`config.mk`:
```
export PLATFORM = sky130hd
export DESIGN_NAME = uart_regcore
export DESIGN_NICKNAME = d
export VERILOG_FILES = /design/src/rtl/urc_pkg.sv /design/src/rtl/urc_fifo.sv /design/src/rtl/urc_rxctl.sv /design/src/rtl/uart_regcore.sv
export SDC_FILE = /design/constraint.sdc
export NUM_CORES = 1
export LEC_CHECK = 0
export ABC_AREA = 0
export CAP_MARGIN = 20
export CORE_MARGIN = 4
export CORE_UTILIZATION = 29
export CTS_BUF_LIST = sky130_fd_sc_hd__clkbuf_8
export DETAILED_ROUTE_END_ITERATION = 8
export DONT_BUFFER_PORTS = 1
export SKIP_CTS_REPAIR_TIMING = 1
export SLEW_MARGIN = 20
export SYNTH_ARGS = -nofsm -noshare
export SYNTH_HDL_FRONTEND = slang
export SYNTH_SLANG_ARGS = --single-unit
```
`constraint.sdc`:
```
create_clock -name clk -period 9.5 [get_ports clk]
set_input_delay 1.425 -clock clk [delete_from_list [all_inputs] [get_ports clk]]
set_output_delay 1.425 -clock clk [all_outputs]
set_load 0.01 [all_outputs]
```
`src/rtl/urc_pkg.sv`:
```
package urc_pkg;
    localparam logic [7:0] OFS_CTRL   = 8'h00;
    localparam logic [7:0] OFS_TXFC   = 8'h04;
    localparam logic [7:0] OFS_RXFC   = 8'h08;
    localparam logic [7:0] OFS_FSTAT  = 8'h0C;
    localparam logic [7:0] OFS_RXSTAT = 8'h10;
    localparam logic [7:0] OFS_CMD    = 8'h14;
    localparam logic [7:0] OFS_IEN    = 8'h18;
    localparam logic [7:0] OFS_ICLR   = 8'h1C;
    localparam logic [7:0] OFS_TXDATA = 8'h20;
    localparam logic [7:0] OFS_RXDATA = 8'h24;

    typedef enum logic {RXS_OFF, RXS_ON} rx_state_e;

    // bit order matches receiver status bits 16..19
    typedef struct packed {
        logic roe;
        logic toe;
        logic fe;
        logic pe;
    } err_flags_t;
endpackage

```
`src/rtl/urc_fifo.sv`:
```
module urc_fifo #(
    parameter int DEPTH = 16,
    parameter int W     = 8,
    localparam int AW   = $clog2(DEPTH),
    localparam int CW   = AW + 1
) (
    input  logic          clk,
    input  logic          rst_n,
    input  logic          en,
    input  logic          flush,
    input  logic          push,
    input  logic [W-1:0]  din,
    input  logic          pop,
    output logic [W-1:0]  dout,
    output logic [CW-1:0] cnt,
    output logic [CW-1:0] cnt_nxt,
    output logic          full,
    output logic          empty
);
    logic [W-1:0]  mem [DEPTH];
    logic [AW-1:0] wr_ptr, rd_ptr;
    logic          do_push, do_pop;

    assign full    = (cnt == CW'(DEPTH));
    assign empty   = (cnt == '0);
    assign do_push = en && push && !full && !flush;
    assign do_pop  = pop && !empty && !flush;
    assign cnt_nxt = flush ? '0 : cnt + CW'(do_push) - CW'(do_pop);
    assign dout    = empty ? '0 : mem[rd_ptr];

    always_ff @(posedge clk or negedge rst_n) begin
        if (!rst_n) begin
            wr_ptr <= '0;
            rd_ptr <= '0;
            cnt    <= '0;
        end else begin
            cnt <= cnt_nxt;
            if (flush) begin
                wr_ptr <= '0;
                rd_ptr <= '0;
            end else begin
                if (do_push) wr_ptr <= wr_ptr + 1'b1;
                if (do_pop)  rd_ptr <= rd_ptr + 1'b1;
            end
        end
    end

    always_ff @(posedge clk) begin
        if (do_push) mem[wr_ptr] <= din;
    end
endmodule

```
`src/rtl/urc_rxctl.sv`:
```
module urc_rxctl
    import urc_pkg::*;
(
    input  logic       clk,
    input  logic       rst_n,
    input  logic       cmd_wr,
    input  logic [5:0] cmd,
    input  logic       rx_valid,
    input  logic       rx_par_err,
    input  logic       rx_frm_err,
    input  logic       rx_full,
    input  logic       tx_ovr,
    input  logic [3:0] err_en,
    output logic       rx_on,
    output err_flags_t flags
);
    rx_state_e  state_q, state_d;
    err_flags_t flags_q;
    logic       arrive;

    always_ff @(posedge clk or negedge rst_n) begin
        if (!rst_n) state_q <= RXS_OFF;
        else        state_q <= state_d;
    end

    always_comb begin
        state_d = state_q;
        unique case (state_q)
            RXS_OFF: if (cmd_wr && cmd[1] && !cmd[0]) state_d = RXS_ON;
            RXS_ON:  if (cmd_wr && cmd[0])            state_d = RXS_OFF;
        endcase
    end

    always_comb begin
        rx_on = (state_q == RXS_ON);
        flags = flags_q;
    end

    assign arrive = rx_valid && rx_on;

    always_ff @(posedge clk or negedge rst_n) begin
        if (!rst_n) begin
            flags_q <= '0;
        end else begin
            flags_q.pe  <= (arrive && rx_par_err && err_en[0]) || (flags_q.pe  && !(cmd_wr && cmd[2]));
            flags_q.fe  <= (arrive && rx_frm_err && err_en[1]) || (flags_q.fe  && !(cmd_wr && cmd[3]));
            flags_q.toe <= (tx_ovr && err_en[2])               || (flags_q.toe && !(cmd_wr && cmd[4]));
            flags_q.roe <= (arrive && rx_full && err_en[3])    || (flags_q.roe && !(cmd_wr && cmd[5]));
        end
    end
endmodule

```
`src/rtl/uart_regcore.sv`:
```
module uart_regcore
    import urc_pkg::*;
#(
    parameter int DEPTH = 16,
    localparam int CW   = $clog2(DEPTH) + 1
) (
    input  logic        clk,
    input  logic        rst_n,
    input  logic        wr_en,
    input  logic        rd_en,
    input  logic [7:0]  addr,
    input  logic [31:0] wdata,
    output logic [31:0] rdata,
    input  logic        rx_valid,
    input  logic [7:0]  rx_byte,
    input  logic        rx_par_err,
    input  logic        rx_frm_err,
    input  logic        tx_pop,
    output logic [7:0]  tx_byte,
    output logic        tx_avail,
    output logic        irq_tx,
    output logic        irq_rx,
    output logic        irq_err
);
    logic [3:0]    err_en;
    logic          txf_en, rxf_en;
    logic [5:0]    txf_lvl, rxf_lvl;
    logic [3:0]    ien;
    logic          tx_pend, rx_pend;
    logic          txf_flush, rxf_flush;
    logic          tx_push, rx_pop, tx_ovr, cmd_wr, rx_on;
    logic [CW-1:0] tx_cnt, tx_cnt_nxt, rx_cnt, rx_cnt_nxt;
    logic [CW-1:0] tx_free, tx_free_nxt;
    logic          tx_full, tx_empty, rx_full, rx_empty_unused;
    logic [7:0]    rx_head;
    err_flags_t    flags;
    logic          unused_wbits;

    assign unused_wbits = ^{wdata[31:20], wdata[15:14]};

    assign txf_flush = wr_en && (addr == OFS_TXFC) && wdata[1];
    assign rxf_flush = wr_en && (addr == OFS_RXFC) && wdata[1];
    assign tx_push   = wr_en && (addr == OFS_TXDATA);
    assign tx_ovr    = tx_push && tx_full && txf_en;
    assign rx_pop    = rd_en && (addr == OFS_RXDATA);
    assign cmd_wr    = wr_en && (addr == OFS_CMD);

    urc_fifo #(.DEPTH(DEPTH), .W(8)) u_txf (
        .clk(clk), .rst_n(rst_n), .en(txf_en), .flush(txf_flush),
        .push(tx_push), .din(wdata[7:0]), .pop(tx_pop), .dout(tx_byte),
        .cnt(tx_cnt), .cnt_nxt(tx_cnt_nxt), .full(tx_full), .empty(tx_empty)
    );

    urc_fifo #(.DEPTH(DEPTH), .W(8)) u_rxf (
        .clk(clk), .rst_n(rst_n), .en(rxf_en), .flush(rxf_flush),
        .push(rx_valid && rx_on), .din(rx_byte), .pop(rx_pop), .dout(rx_head),
        .cnt(rx_cnt), .cnt_nxt(rx_cnt_nxt), .full(rx_full), .empty(rx_empty_unused)
    );

    urc_rxctl u_rxctl (
        .clk(clk), .rst_n(rst_n), .cmd_wr(cmd_wr), .cmd(wdata[5:0]),
        .rx_valid(rx_valid), .rx_par_err(rx_par_err), .rx_frm_err(rx_frm_err),
        .rx_full(rx_full), .tx_ovr(tx_ovr), .err_en(err_en),
        .rx_on(rx_on), .flags(flags)
    );

    assign tx_free     = CW'(DEPTH) - tx_cnt;
    assign tx_free_nxt = CW'(DEPTH) - tx_cnt_nxt;

    always_ff @(posedge clk or negedge rst_n) begin
        if (!rst_n) begin
            err_en  <= '0;
            txf_en  <= 1'b0;
            rxf_en  <= 1'b0;
            txf_lvl <= '0;
            rxf_lvl <= '0;
            ien     <= '0;
            tx_pend <= 1'b0;
            rx_pend <= 1'b0;
        end else begin
            if (wr_en) begin
                unique case (addr)
                    OFS_CTRL: err_en <= wdata[19:16];
                    OFS_TXFC: begin txf_en <= wdata[0]; txf_lvl <= wdata[13:8]; end
                    OFS_RXFC: begin rxf_en <= wdata[0]; rxf_lvl <= wdata[13:8]; end
                    OFS_IEN:  ien <= wdata[3:0];
                    default: ;
                endcase
            end
            tx_pend <= ((6'(tx_free_nxt) == txf_lvl) && (6'(tx_free) != txf_lvl))
                    || (tx_pend && !(wr_en && (addr == OFS_ICLR) && wdata[0]));
            rx_pend <= ((6'(rx_cnt_nxt) == rxf_lvl) && (6'(rx_cnt) != rxf_lvl))
                    || (rx_pend && !(wr_en && (addr == OFS_ICLR) && wdata[1]));
        end
    end

    always_comb begin
        rdata = '0;
        unique case (addr)
            OFS_CTRL:   rdata = {12'b0, err_en, 16'b0};
            OFS_TXFC:   rdata = {18'b0, txf_lvl, 7'b0, txf_en};
            OFS_RXFC:   rdata = {18'b0, rxf_lvl, 7'b0, rxf_en};
            OFS_FSTAT:  rdata = {2'b0, 6'(tx_free), 10'b0, 6'(tx_cnt), 2'b0, 6'(rx_cnt)};
            OFS_RXSTAT: rdata = {12'b0, flags, 15'b0, rx_on};
            OFS_IEN:    rdata = {28'b0, ien};
            OFS_RXDATA: rdata = {24'b0, rx_head};
            default:    rdata = '0;
        endcase
    end

    assign tx_avail = !tx_empty;
    assign irq_tx   = (tx_pend && ien[0]) || (tx_empty && ien[3]);
    assign irq_rx   = rx_pend && ien[1];
    assign irq_err  = ien[2] && (|flags);
endmodule

```
# After elaboration in Yosys (flattened, before gate mapping)
# Memory sizes are Yosys's and may differ from the RTL's.
# Index checks and enable logic that the tools add are counted.
totals:
  output_inout_bits: 44
  n_memories: 2
  inputBits: 56
  mem_bits_rw: 256
  reg_bits: 55
  wordCells: 148
mem_list:
  columns: ["name", "words", "word_bits", "read_ports", "rd_clocked_by_memory_dff", "wr", "line", "rtl"]
  rows:
  - ["u_rxf.mem", 16, 8, 1, 0, 1, "urc_fifo.sv:20", "logic [W-1:0] mem [DEPTH];"]
  - ["u_txf.mem", 16, 8, 1, 0, 1, "urc_fifo.sv:20", null]
classes:
  n_eq_ne: 15
  mux: 20
  add_sub_neg: 10
  n_reduce_logical: 81
  bitwise: 1
op_table:
  columns: ["cell", "n"]
  rows:
  - ["29-bit one-hot mux with 7 select lines", 1]
  - ["1-bit logical AND", 49]
  - ["8-bit by 5-bit equality test with 1-bit output (second input constant)", 4]
  - ["4-bit two-way mux", 8]
  - ["4-bit by 1-bit adder with 4-bit output (second input constant)", 4]
  - ["8-bit by 4-bit equality test with 1-bit output (second input constant)", 2]
  - ["8-bit by 6-bit equality test with 1-bit output (second input constant)", 2]
  - ["8-bit two-way mux", 2]
  - ["1-bit zero test", 13]
  - ["5-bit by 6-bit equality test with 1-bit output", 2]
  - ["5-bit by 6-bit inequality test with 1-bit output", 2]
  - ["5-bit by 1-bit adder with 5-bit output", 2]
  - ["5-bit equality test (second input constant)", 2]
  - ["5-bit zero test", 2]
  - ["5-bit two-way mux", 2]
  - ["5-bit by 1-bit subtractor with 5-bit output", 2]
  - ["5-bit subtractor (first input constant)", 2]
  - ["8-bit by 3-bit equality test with 1-bit output (second input constant)", 1]
  - ["8-bit zero test", 1]
  - ["2-bit AND reduction", 4]
  - ["2-bit nonzero test", 4]
  - ["1-bit logical OR", 7]
  - ["1-bit two-way mux", 6]
  - ["4-bit OR reduction", 1]
  - ["other kinds (2)", 2]

# Depth between registers and ports, before layout
# Gate-level depths: netlist (run 1).
depth:
  depth_word: 12
  ltp_mapped: 17
  mapped_depth_nobuf: 17

# Modules after synthesis
# Synthesis (run 1) repeated with hierarchy kept, for this count alone.
hier_totals:
  hier_cells: 822
  hier_area_um2: 13785.7
by_module_without_submodules:
  columns: ["module", "cells_per_inst", "seq_area_each_um2", "n_inst", "area_each_um2"]
  rows:
  - ["urc_fifo (u_rxf)", 313, 4169.0, 1, 5881.9]
  - ["urc_fifo (u_txf)", 313, 4169.0, 1, 5879.4]
  - ["uart_regcore", 180, 600.6, 1, 1826.8]
  - ["urc_rxctl", 16, 125.1, 1, 197.7]

# Worst setup path before layout (run 1)
# No wires, ideal clock.
synth_timing:
  path_type: "in2reg"
  startpoint: "in addr[4]"
  endpoint: "reg tx_pend"
  setup_time_ns: 0.103
  t_arrival_ns: 5.102
  required_ns: 9.397
  path_buffers: 3
  setup_slack_ns: 4.295
  stages: 17
  cell_sequence: "or4_4 buf_6 nor3_4 buf_6 clkbuf_1 nor2b_1 ha_1 inv_1 ha_1 inv_1 fa_1 or2_2 ha_1 and2_1 a221oi_1 a311oi_1 o41ai_2"
synth_via:
  elab_chain_len: 12
  elab_cells_between_ends: 22
  classes_between: "add/sub: 3; eq/ne: 4; mux: 1; reduce/logical: 14"
synth_lines:
  columns: ["item", "line", "rtl"]
  rows:
  - ["start: declaration", "uart_regcore.sv:11", "input logic [7:0] addr,"]
  - ["8-bit by 6-bit equality test with 1-bit output or 8-bit by 3-bit equality test with 1-bit output (tied branches)", "uart_regcore.sv:43, uart_regcore.sv:41", null]
  - ["1-bit logical AND (on tied branches)", "uart_regcore.sv:43, uart_regcore.sv:41", null]
  - ["1-bit logical AND (on tied branches)", "urc_fifo.sv:26, uart_regcore.sv:41", null]
  - ["1-bit logical AND or 1-bit zero test (tied branches)", "urc_fifo.sv:26, urc_fifo.sv:27", null]
  - ["1-bit logical AND", "urc_fifo.sv:26", "assign do_push = en && push && !full && !flush;"]
  - ["5-bit by 1-bit adder with 5-bit output", "urc_fifo.sv:28", "assign cnt_nxt = flush ? '0 : cnt + CW'(do_push) - CW'(do_pop);"]
  - ["5-bit by 1-bit subtractor with 5-bit output", "urc_fifo.sv:28", null]
  - ["5-bit two-way mux", "urc_fifo.sv:28", null]
  - ["5-bit subtractor", "uart_regcore.sv:68", "assign tx_free_nxt = CW'(DEPTH) - tx_cnt_nxt;"]
  - ["5-bit by 6-bit equality test with 1-bit output", "uart_regcore.sv:90", "tx_pend <= ((6'(tx_free_nxt) == txf_lvl) && (6'(tx_free) != txf_lvl))"]
  - ["1-bit logical AND", "uart_regcore.sv:90", null]
  - ["1-bit logical OR *", "uart_regcore.sv:91", "|| (tx_pend && !(wr_en && (addr == OFS_ICLR) && wdata[0]));"]
  - ["end signal: assignment", "uart_regcore.sv:90", null]
  - ["end: declaration", "uart_regcore.sv:29", "logic tx_pend, rx_pend;"]
# Every way passes the cells marked *; elsewhere a longest branch is shown, timed or not.
# A chain may end at the register's enable or synchronous reset.

# Worst setup path after layout (run 1)
# Ends and elaborated chain as after synthesis.

==> metrics, run 1 <==
max-cap violations 0; hpwl dp between 15000 and 20000 microns; Netlist cell types 65; Final Hold Fails 0; Rel. slew slack roughly 24%; Area growth syn-to-layout 11.71%; Synth Cell Area between 0.01 and 0.015 sq mm; Async S/R FF share, synth roughly 18%; Vias 6845; Setup CP Type in -> reg; Synth Warn # 0; met1 usage in global routing between 10% and 20%; Synth Area in XOR/XNOR under 10%; Tmin final a little under 5000 ps; Area after DPL ~0.014 sq mm; 1st-iter DRT viols around 450; RR Startpoint u_txf.cnt[1]; Worst-Skew Late Latency between 500 and 600 ps; vias in the first global route 7105; CP max FO 20; Final WS setup between 4000 and 5000 ps; RSZ-0062 raised after global routing false; # nets final just over 900; CTS tree yes; Tot GR Track Use 11.20%; Clock Tree Buf Depth 3; post-synthesis simple-gate area fraction between 6 and 7%; Via density 4.682; grt total ovfl 0; post-synth top area cell edfxtp_1; number of synthesized flops with an enable pin around 260; Hold Crit Class reg -> reg; Initial DRT Pass Iterations 7; WP data arrival 5380 ps; die area roughly 0.050 sq mm; drt wl/cell 19.68 microns; Core Region between 0.04 and 0.05 sq mm; Hold Path Origin tx_pend; most frequent cell after synthesis edfxtp_1; Synth top area share around 57%; Tcrit/Tclk final about half; filler cell count 4358; CP most frequent cell ha_1; Worst-Margin Slew 1133 ps; die width roughly 220 microns; Most Crowded Layer GR met2; Adder-Cell Fraction of Synth Area 2.785%; Initial Utilization between 20 and 30%; CP peak stage delay 640 ps; most frequent cells after synthesis edfxtp_1 (256), mux4_2 (71), dfrtp_1 (55), and2_1 (38), nor2_1 (37); Worst setup SP type input port; Most used DFF post-synth edfxtp_1; antenna viol nets, final 0; DRC viols 0; clock skew slightly below 30 ps; clock sinks between 300 and 400; port bufs 0; # rows 78; Compound-Gate Fraction of Synth Area between 3 and 4%; worst setup path start addr[4]; largest net degree at the start of global routing between 50 and 60; GR Util met2 roughly a fifth; Final TNS setup 0 ps; worst vdd ir 149.0 uV; count of final setup violators 0; Power Density approximately 220 mW/mm^2; design area around 0.015 sq mm; CP endpoint kind flop; Static Leakage approximately 5.2 nW; top cells by area, synth edfxtp_1 (57%), mux4_2 (12%), dfrtp_1 (10%); RePlAce Congestion roughly 0.78; largest family of logic cells by synthesized area multiplexers; met3 Track Usage GR between 3 and 4%; initial antenna violation count 4; Die Ht 224.3 microns; Layout Utilization 33.11%; Synth Register Bits about 310; Slew Viols, Final 0; Mapped Cells about 790; clock root cell clkbuf_8; status complete, no violations; share of cells above drive strength 1 23.05%; H-tree lvl count 2; Num CTS Buffers just under 50; pre-CTS WS 4008 ps; sequential area share after synthesis ~67%; clock transition at the registers of the reported paths around 60 ps; slowest CP cell nor3_4; mux cell area share after synthesis between 10 and 15%; first-pass GRT wire length between 40000 and 50000 microns; final wirelength approximately 29000 microns; CP Data Required Time roughly 10000 ps; Synth Area per Inst 17.13 sq um; I/O Pins 100; highest clock rate 203.6 MHz; crit path cell chain or4_4 -> nor3_4 -> nor2b_1 -> ha_1 -> inv_1 -> ha_1 -> inv_1 -> fa_1 -> or2_2 -> ha_1 -> and2_1 -> a221oi_1 -> a311oi_1 -> o41ai_2; Total Power between 0.003 and 0.004 W
-- cells by family after synthesis --
kind of cell / after synthesis
compound gates: 65
xor+xnor: 39
fa+ha+maj: 29
buf+inv: 76
flops: 311
mux: 107
other cells: 1
simple gates: 164
-- layout by cell type, fill, tap and decap left out, drive strengths merged, types with 3 or more instances in the layout --
cell type and instances:
nor4 6, nand4 3, buf 15, a31oi 3, nor2 38, a222oi 5
a221oi 5, nor3b 4, a32o 4, a22o 7, mux2i 10, and2 38
or3 3, a22oi 4, xor2 18, nor3 14, a21oi 12, dfrtp 55
nand3 6, clkinv 21, edfxtp 256, ha 27, conb 9, nand2 28
inv 47, clkbuf 49, a221o 3, or4b 4, o21ai 8, mux2 26
diode 3, xnor2 20, mux4 71, or2 3, nor2b 8
-- where the power goes --
group / internal (W) / leakage (nW) / switching, W
Clock: 0.000511 / 0.485 / 0.000517
Combinational: 0.000399 / 1.68 / 0.000386
Sequential: 0.00152 / 3.02 / 0.0000630
-- final cells by class --
type                            instances  area [sq um]  area share [%]
Sequential cell                       311          9066           59.83
Multi-Input combinational cell        413          4213           27.80
Tap cell                              600         750.7           4.954
Clock buffer                           49         674.4           4.450
Clock inverter                         36         191.4           1.263
Inverter                               35         131.4          0.8669
Timing Repair Buffer                   15         120.1          0.7926
Antenna cell                            3         7.507         0.04954
-- registers in the layout, summed over array words and instances (netlist names) --
signal         flops
u_txf.cnt          5
u_rxf.wr_ptr       4
u_rxf.rd_ptr       4
rxf_lvl            6
ien                4
u_rxctl.rx_on      1
rxf_en             1
rx_pend            1
u_rxf.mem        128
tx_pend            1
u_txf.rd_ptr       4
u_rxf.cnt          5
u_txf.wr_ptr       4
u_txf.mem        128
txf_lvl            6
txf_en             1
err_en             4
u_rxctl.flags      4
-- layer usage --
| layer | up-vias | routed length (microns) |
|---|---|---|
| li1 | 3152 | - |
| met1 | 3480 | 11780 |
| met2 | 178 | 14460 |
| met3 | 33 | 2123 |
| met4 | 2 | 395 |
| met5 | - | 17 |
-- per-stage QoR --
stage               instances  hold slack (ps)
floorplan                 800            447.8
global placement         1372            481.4
detailed placement       1374            482.8
CTS                      1459            497.6
global route             1460            499.8
finish                   1462            490.2
-- worst paths after layout --
path,to,slack [ps],cells after the start
min in group asynchronous,u_rxf.rd_ptr[2],540,0
setup / recovery,tx_pend,4590,14
setup reg to reg,tx_pend,5060,17
hold reg to reg,tx_pend,490,2
max in group asynchronous,rxf_en,8830,0
hold / removal,tx_pend,490,2
-- worst max-delay path: cells and delay by family --
| family | cells | cell delay (ps) |
|---|---|---|
| buffers and inverters | 2 | 120 |
| AO/OA/AOI/OAI | 3 | 770 |
| adder cells (fa/ha/maj) | 4 | 1160 |
| AND/OR/NAND/NOR | 5 | 1880 |
(Power assumes the default switching activity.)
==> inputs of run 2 (changes only) <==
Clock period 9.5 ns to 4.9 ns, I/O delays scaled along.
==> metrics, run 2 (synthesis gave the netlist of run 1 again) <==
Final TNS setup 0 ps (unchanged); Total Power 0.006808 W (+100%); Vias 6955 (+1.6%); crit path to tx_pend; FF-to-FF End tx_pend; Setup CP Type reg -> reg; R2R depth 17 (unchanged); clock transition at the registers of the reported paths 70 ps (about the same); most frequent cells in the layout edfxtp_1 (256), mux4_2 (71), clkbuf_8 (54); Tot GR Track Use 11.64% (+0.44 points); hpwl dp 20370 microns (+3.1%); worst vdd ir 220.5 uV (+48%); Rel. slew slack 27.04% (+2.9 points); most common cell after layout, fill and taps aside edfxtp_1; 1st-iter DRT viols 463 (+2.7%); die area 0.05030 sq mm (unchanged); grt total ovfl 0 (unchanged); # rows 78 (unchanged); filler cell count 4344 (-0.32%); Worst-Margin Slew 1090 ps (-42.70 ps); final wirelength 29850 microns (+3.7%); largest net degree at the start of global routing 56 (unchanged); Power Density 444.0 mW/mm^2 (+98%); Initial Utilization 29.64% (unchanged); share of cells above drive strength 1 23.71% (+0.66 points); Via density 4.728 (+0.99%); Num CTS Buffers 50 (+2.0%); CTS tree yes; Largest regs u_rxf.mem (128), u_txf.mem (128); highest clock rate 238.8 MHz; Tmin final roughly 4200 ps; Core Region 0.04577 sq mm (unchanged); CP max FO 4 (-80%); worst setup path start u_txf.cnt[2]; Slew Viols, Final 0 (unchanged); die width 224.3 microns (unchanged); Worst-Skew Late Latency 590 ps (about the same); first-pass GRT wire length 45240 microns (+3.9%); Tcrit/Tclk final a little under nine tenths; status complete, no violations; count of final setup violators 0 (unchanged); antenna viol nets, final 0 (unchanged); r2r setup slk 710 ps (-4350 ps); RSZ-0062 raised after global routing false; CP Data Required Time 5360 ps (-4610 ps); RR Startpoint u_txf.cnt[2]; Worst setup SP type flop; clock sinks 311 (unchanged); RePlAce Congestion 0.7762 (-0.65%); Die Ht 224.3 microns (unchanged); Initial DRT Pass Iterations 4 (-3); drt wl/cell 20.29 microns (+3.1%); Clock Tree Buf Depth 3 (unchanged); max-cap violations 0 (unchanged); clock root cell clkbuf_8; initial antenna violation count 5 (+1); WP data arrival 4650 ps (-730 ps); clock skew 27.57 ps (-1.912 ps); Area growth syn-to-layout 13.02%; DRC viols 0 (unchanged); Static Leakage 5.279 nW (+1.8%); Hold Crit Class in -> reg; CP endpoint kind flop; Final Hold Fails 0 (unchanged); H-tree lvl count 2 (unchanged); port bufs 0 (unchanged); # nets final 916 (+0.66%); I/O Pins 100 (unchanged); vias in the first global route 7273 (+2.4%)
[run 2: routing by layer]
layer	track usage (%)	wire, microns
met2	19.71	14970
met1	14.48	12410
met5	0	29
met3	3.641	1796
met4	3.320	638
[run 2: worst min path at each step]
stage | to | depth (start not counted) | from | slack [ps]
after CTS | u_rxf.cnt[0] | 0 | rst_n | -210
after detailed placement | u_txf.cnt[3] | 0 | rst_n | 440
after global placement | u_txf.cnt[0] | 0 | rst_n | 440
after global routing | u_txf.mem[0][6] | 0 | wdata[6] | 190
final | u_txf.mem[11][5] | 0 | wdata[5] | 240
after floorplan | err_en[0] | 0 | rst_n | 440
[run 2: cell type report]
| type | instances | area (sq um) | share of cell area (%) |
|---|---|---|---|
| Clock buffer | 54 | 743.2 | 4.847 |
| Inverter | 35 | 131.4 | 0.8569 |
| Timing Repair Buffer | 20 | 172.7 | 1.126 |
| Antenna cell | 2 | 5.005 | 0.03264 |
| Multi-Input combinational cell | 413 | 4218 | 27.51 |
| Sequential cell | 311 | 9066 | 59.13 |
| Clock inverter | 36 | 245.2 | 1.599 |
| Tap cell | 600 | 750.7 | 4.896 |
[run 2: worst max-delay path: stages (launching register included)]
cell and delay, ps:
dfrtp_1 450, inv_1 120, ha_1 220, and2_1 180, ha_1 240, nor2b_1 210
nor2b_1 160, ha_1 230, inv_1 60, ha_1 150, inv_1 60, fa_1 490
or2_2 340, ha_1 220, and2_1 170, a221oi_1 320, a311oi_1 110, o41ai_2 350
[run 2: metrics by stage]
step | utilization, % | std cells | hold slack [ps] | cell area, sq um | setup WS [ps]
global placement | 31.23 | 1377 | 441.1 | 14300 | 570.7
floorplan | - | 800 | 439.4 | 13600 | 384.6
detailed placement | 31.23 | 1377 | 441.2 | 14300 | 511.1
global route | 33.50 | 1471 | 186.3 | 15330 | 440.1
CTS | 33.39 | 1467 | -212.7 | 15280 | 636.1
finish | 33.50 | 1471 | 238.4 | 15330 | 712.3
[run 2: report_power, final]
part	internal [W]	switching [W]	total (W)
Sequential	0.00294	0.000206	0.00315
Clock	0.00118	0.00102	0.00220
Combinational	0.000785	0.000678	0.00146
==> inputs of run 3 (changes only) <==
Settings changed: CELL_PAD_IN_SITES_DETAIL_PLACEMENT set to 0, CELL_PAD_IN_SITES_GLOBAL_PLACEMENT set to 1, GPL_TIMING_DRIVEN set to 0, PLACE_DENSITY_LB_ADDON set to 0.1.
==> metrics, run 3 (synthesis gave the netlist of run 1 again) <==
status complete, no violations; Tmin final 4524 ps (+336.2 ps); Final WS setup 376.1 ps (-336.2 ps); Layout Utilization 33.92% (+0.42 points); Final Hold Fails 0 (unchanged); largest net degree at the start of global routing 56 (unchanged); Fin Hold WS 200.1 ps (-38.35 ps); Power Density 450.2 mW/mm^2 (+1.4%); max-cap violations 0 (unchanged); Tcrit/Tclk final 92.32% (+6.9 points); Hold Crit Class in -> reg; WP data arrival 5040 ps (+390 ps); r2r setup slk 380 ps (-340 ps); filler cell count 4392 (+1.1%); most frequent cells in the layout edfxtp_1 (256), mux4_2 (71), dfrtp_1 (55); clock transition at the registers of the reported paths 60 ps (about the same); initial antenna violation count 4 (-1); Core Region 0.04577 sq mm (unchanged); CP endpoint kind flop; # rows 78 (unchanged); Num CTS Buffers 54 (+8.0%); Tot GR Track Use 13.42% (+1.8 points); Vias 7171 (+3.1%); clock sinks 311 (unchanged); H-tree lvl count 2 (unchanged); I/O Pins 100 (unchanged); vias in the first global route 7644 (+5.1%); CTS tree yes; Worst-Skew Late Latency 630 ps (+40 ps); first-pass GRT wire length 50540 microns (+12%); worst setup path start u_txf.cnt[1]; Die Ht 224.3 microns (unchanged); Initial Utilization 29.64% (unchanged); hpwl dp 24280 microns (+19%); R2R depth 17 (unchanged); highest clock rate 221.0 MHz (-7.4%); DRC viols 0 (unchanged); Clock Tree Buf Depth 3 (unchanged); Slew Viols, Final 0 (unchanged); die area 0.05030 sq mm (unchanged); FF-to-FF End tx_pend; # nets final 951 (+3.8%); pre-CTS WS -113.2 ps (-624.3 ps); RePlAce Congestion 0.7857 (+1.2%); Hold Path Origin wdata[3]; port bufs 0 (unchanged); Largest regs u_rxf.mem (128), u_txf.mem (128); Initial DRT Pass Iterations 5 (+1); Worst setup SP type flop; Area growth syn-to-layout 14.45%; clock root cell clkbuf_8; worst vdd ir 196.3 uV (-11%); most common cell after layout, fill and taps aside edfxtp_1; Total Power 0.006989 W (+2.7%); clock skew 26.81 ps (-0.7636 ps); Setup CP Type reg -> reg; count of final setup violators 0 (unchanged); CP max FO 5 (+1); Via density 4.740 (+0.24%); die width 224.3 microns (unchanged); crit path to tx_pend; antenna viol nets, final 0 (unchanged); Rel. slew slack 35.83% (+8.8 points); final wirelength 33600 microns (+13%); Final TNS setup 0 ps (unchanged); Static Leakage 5.399 nW (+2.3%); 1st-iter DRT viols 520 (+12%); grt total ovfl 0 (unchanged); drt wl/cell 22.21 microns (+9.4%); Worst-Margin Slew 959.1 ps (-131.3 ps); share of cells above drive strength 1 23.65% (-0.053 points); RSZ-0062 raised after global routing false; CP Data Required Time 5410 ps (+50 ps); RR Startpoint u_txf.cnt[1]
run 3: through the flow:
step,instance area (sq um),cells
floorplan,13600,800
global placement,14350,1400
detailed placement,14440,1408
CTS,15480,1507
global route,15520,1511
finish,15530,1513
run 3: routing by layer:
layer / part of all wire, % / GRT usage (%) / vias to the layer above
li1: - / - / 3236
met1: 42 / 16.82 / 3719
met2: 51 / 23.05 / 151
met3: 4.9 / 3.198 / 65
met4: 2.5 / 4.387 / 0
met5: 0 / 0 / -
run 3: area by class of cell:
type | count | area [sq um] | share of cell area, %
Clock inverter | 45 | 294.0 | 1.894
Clock buffer | 54 | 743.2 | 4.787
Buffer | 41 | 212.7 | 1.370
Antenna cell | 4 | 10.01 | 0.06447
Timing Repair Buffer | 10 | 87.58 | 0.5641
Multi-Input combinational cell | 413 | 4233 | 27.26
Inverter | 35 | 131.4 | 0.8462
Sequential cell | 311 | 9064 | 58.38
Tap cell | 600 | 750.7 | 4.835
run 3: worst min-delay path by stage:
stage	end	slack, ps	cells after the start
final	u_txf.mem[1][3]	200	0
after global routing	u_txf.mem[2][3]	140	0
after CTS	u_txf.cnt[0]	-250	0
after detailed placement	u_txf.cnt[0]	440	0
after global placement	u_txf.cnt[0]	440	0
after floorplan	err_en[0]	440	0
run 3: power by group:
part	internal (W)	leakage (nW)	switching, W
sequential	0.00294	3.02	0.0000952
combinational	0.000796	1.79	0.000854
clock	0.00124	0.591	0.00106
run 3: critical path: stages (launching register included):
cell and delay [ps]:
dfrtp_1 480, inv_1 140, ha_1 220, and2_1 180, ha_1 250, nor2b_1 380, nor2b_1 210, ha_1 240
inv_1 50, ha_1 170, inv_1 60, fa_1 510, or2_2 340, ha_1 230, and2_1 170, a221oi_1 320
a311oi_1 110, o41ai_2 340
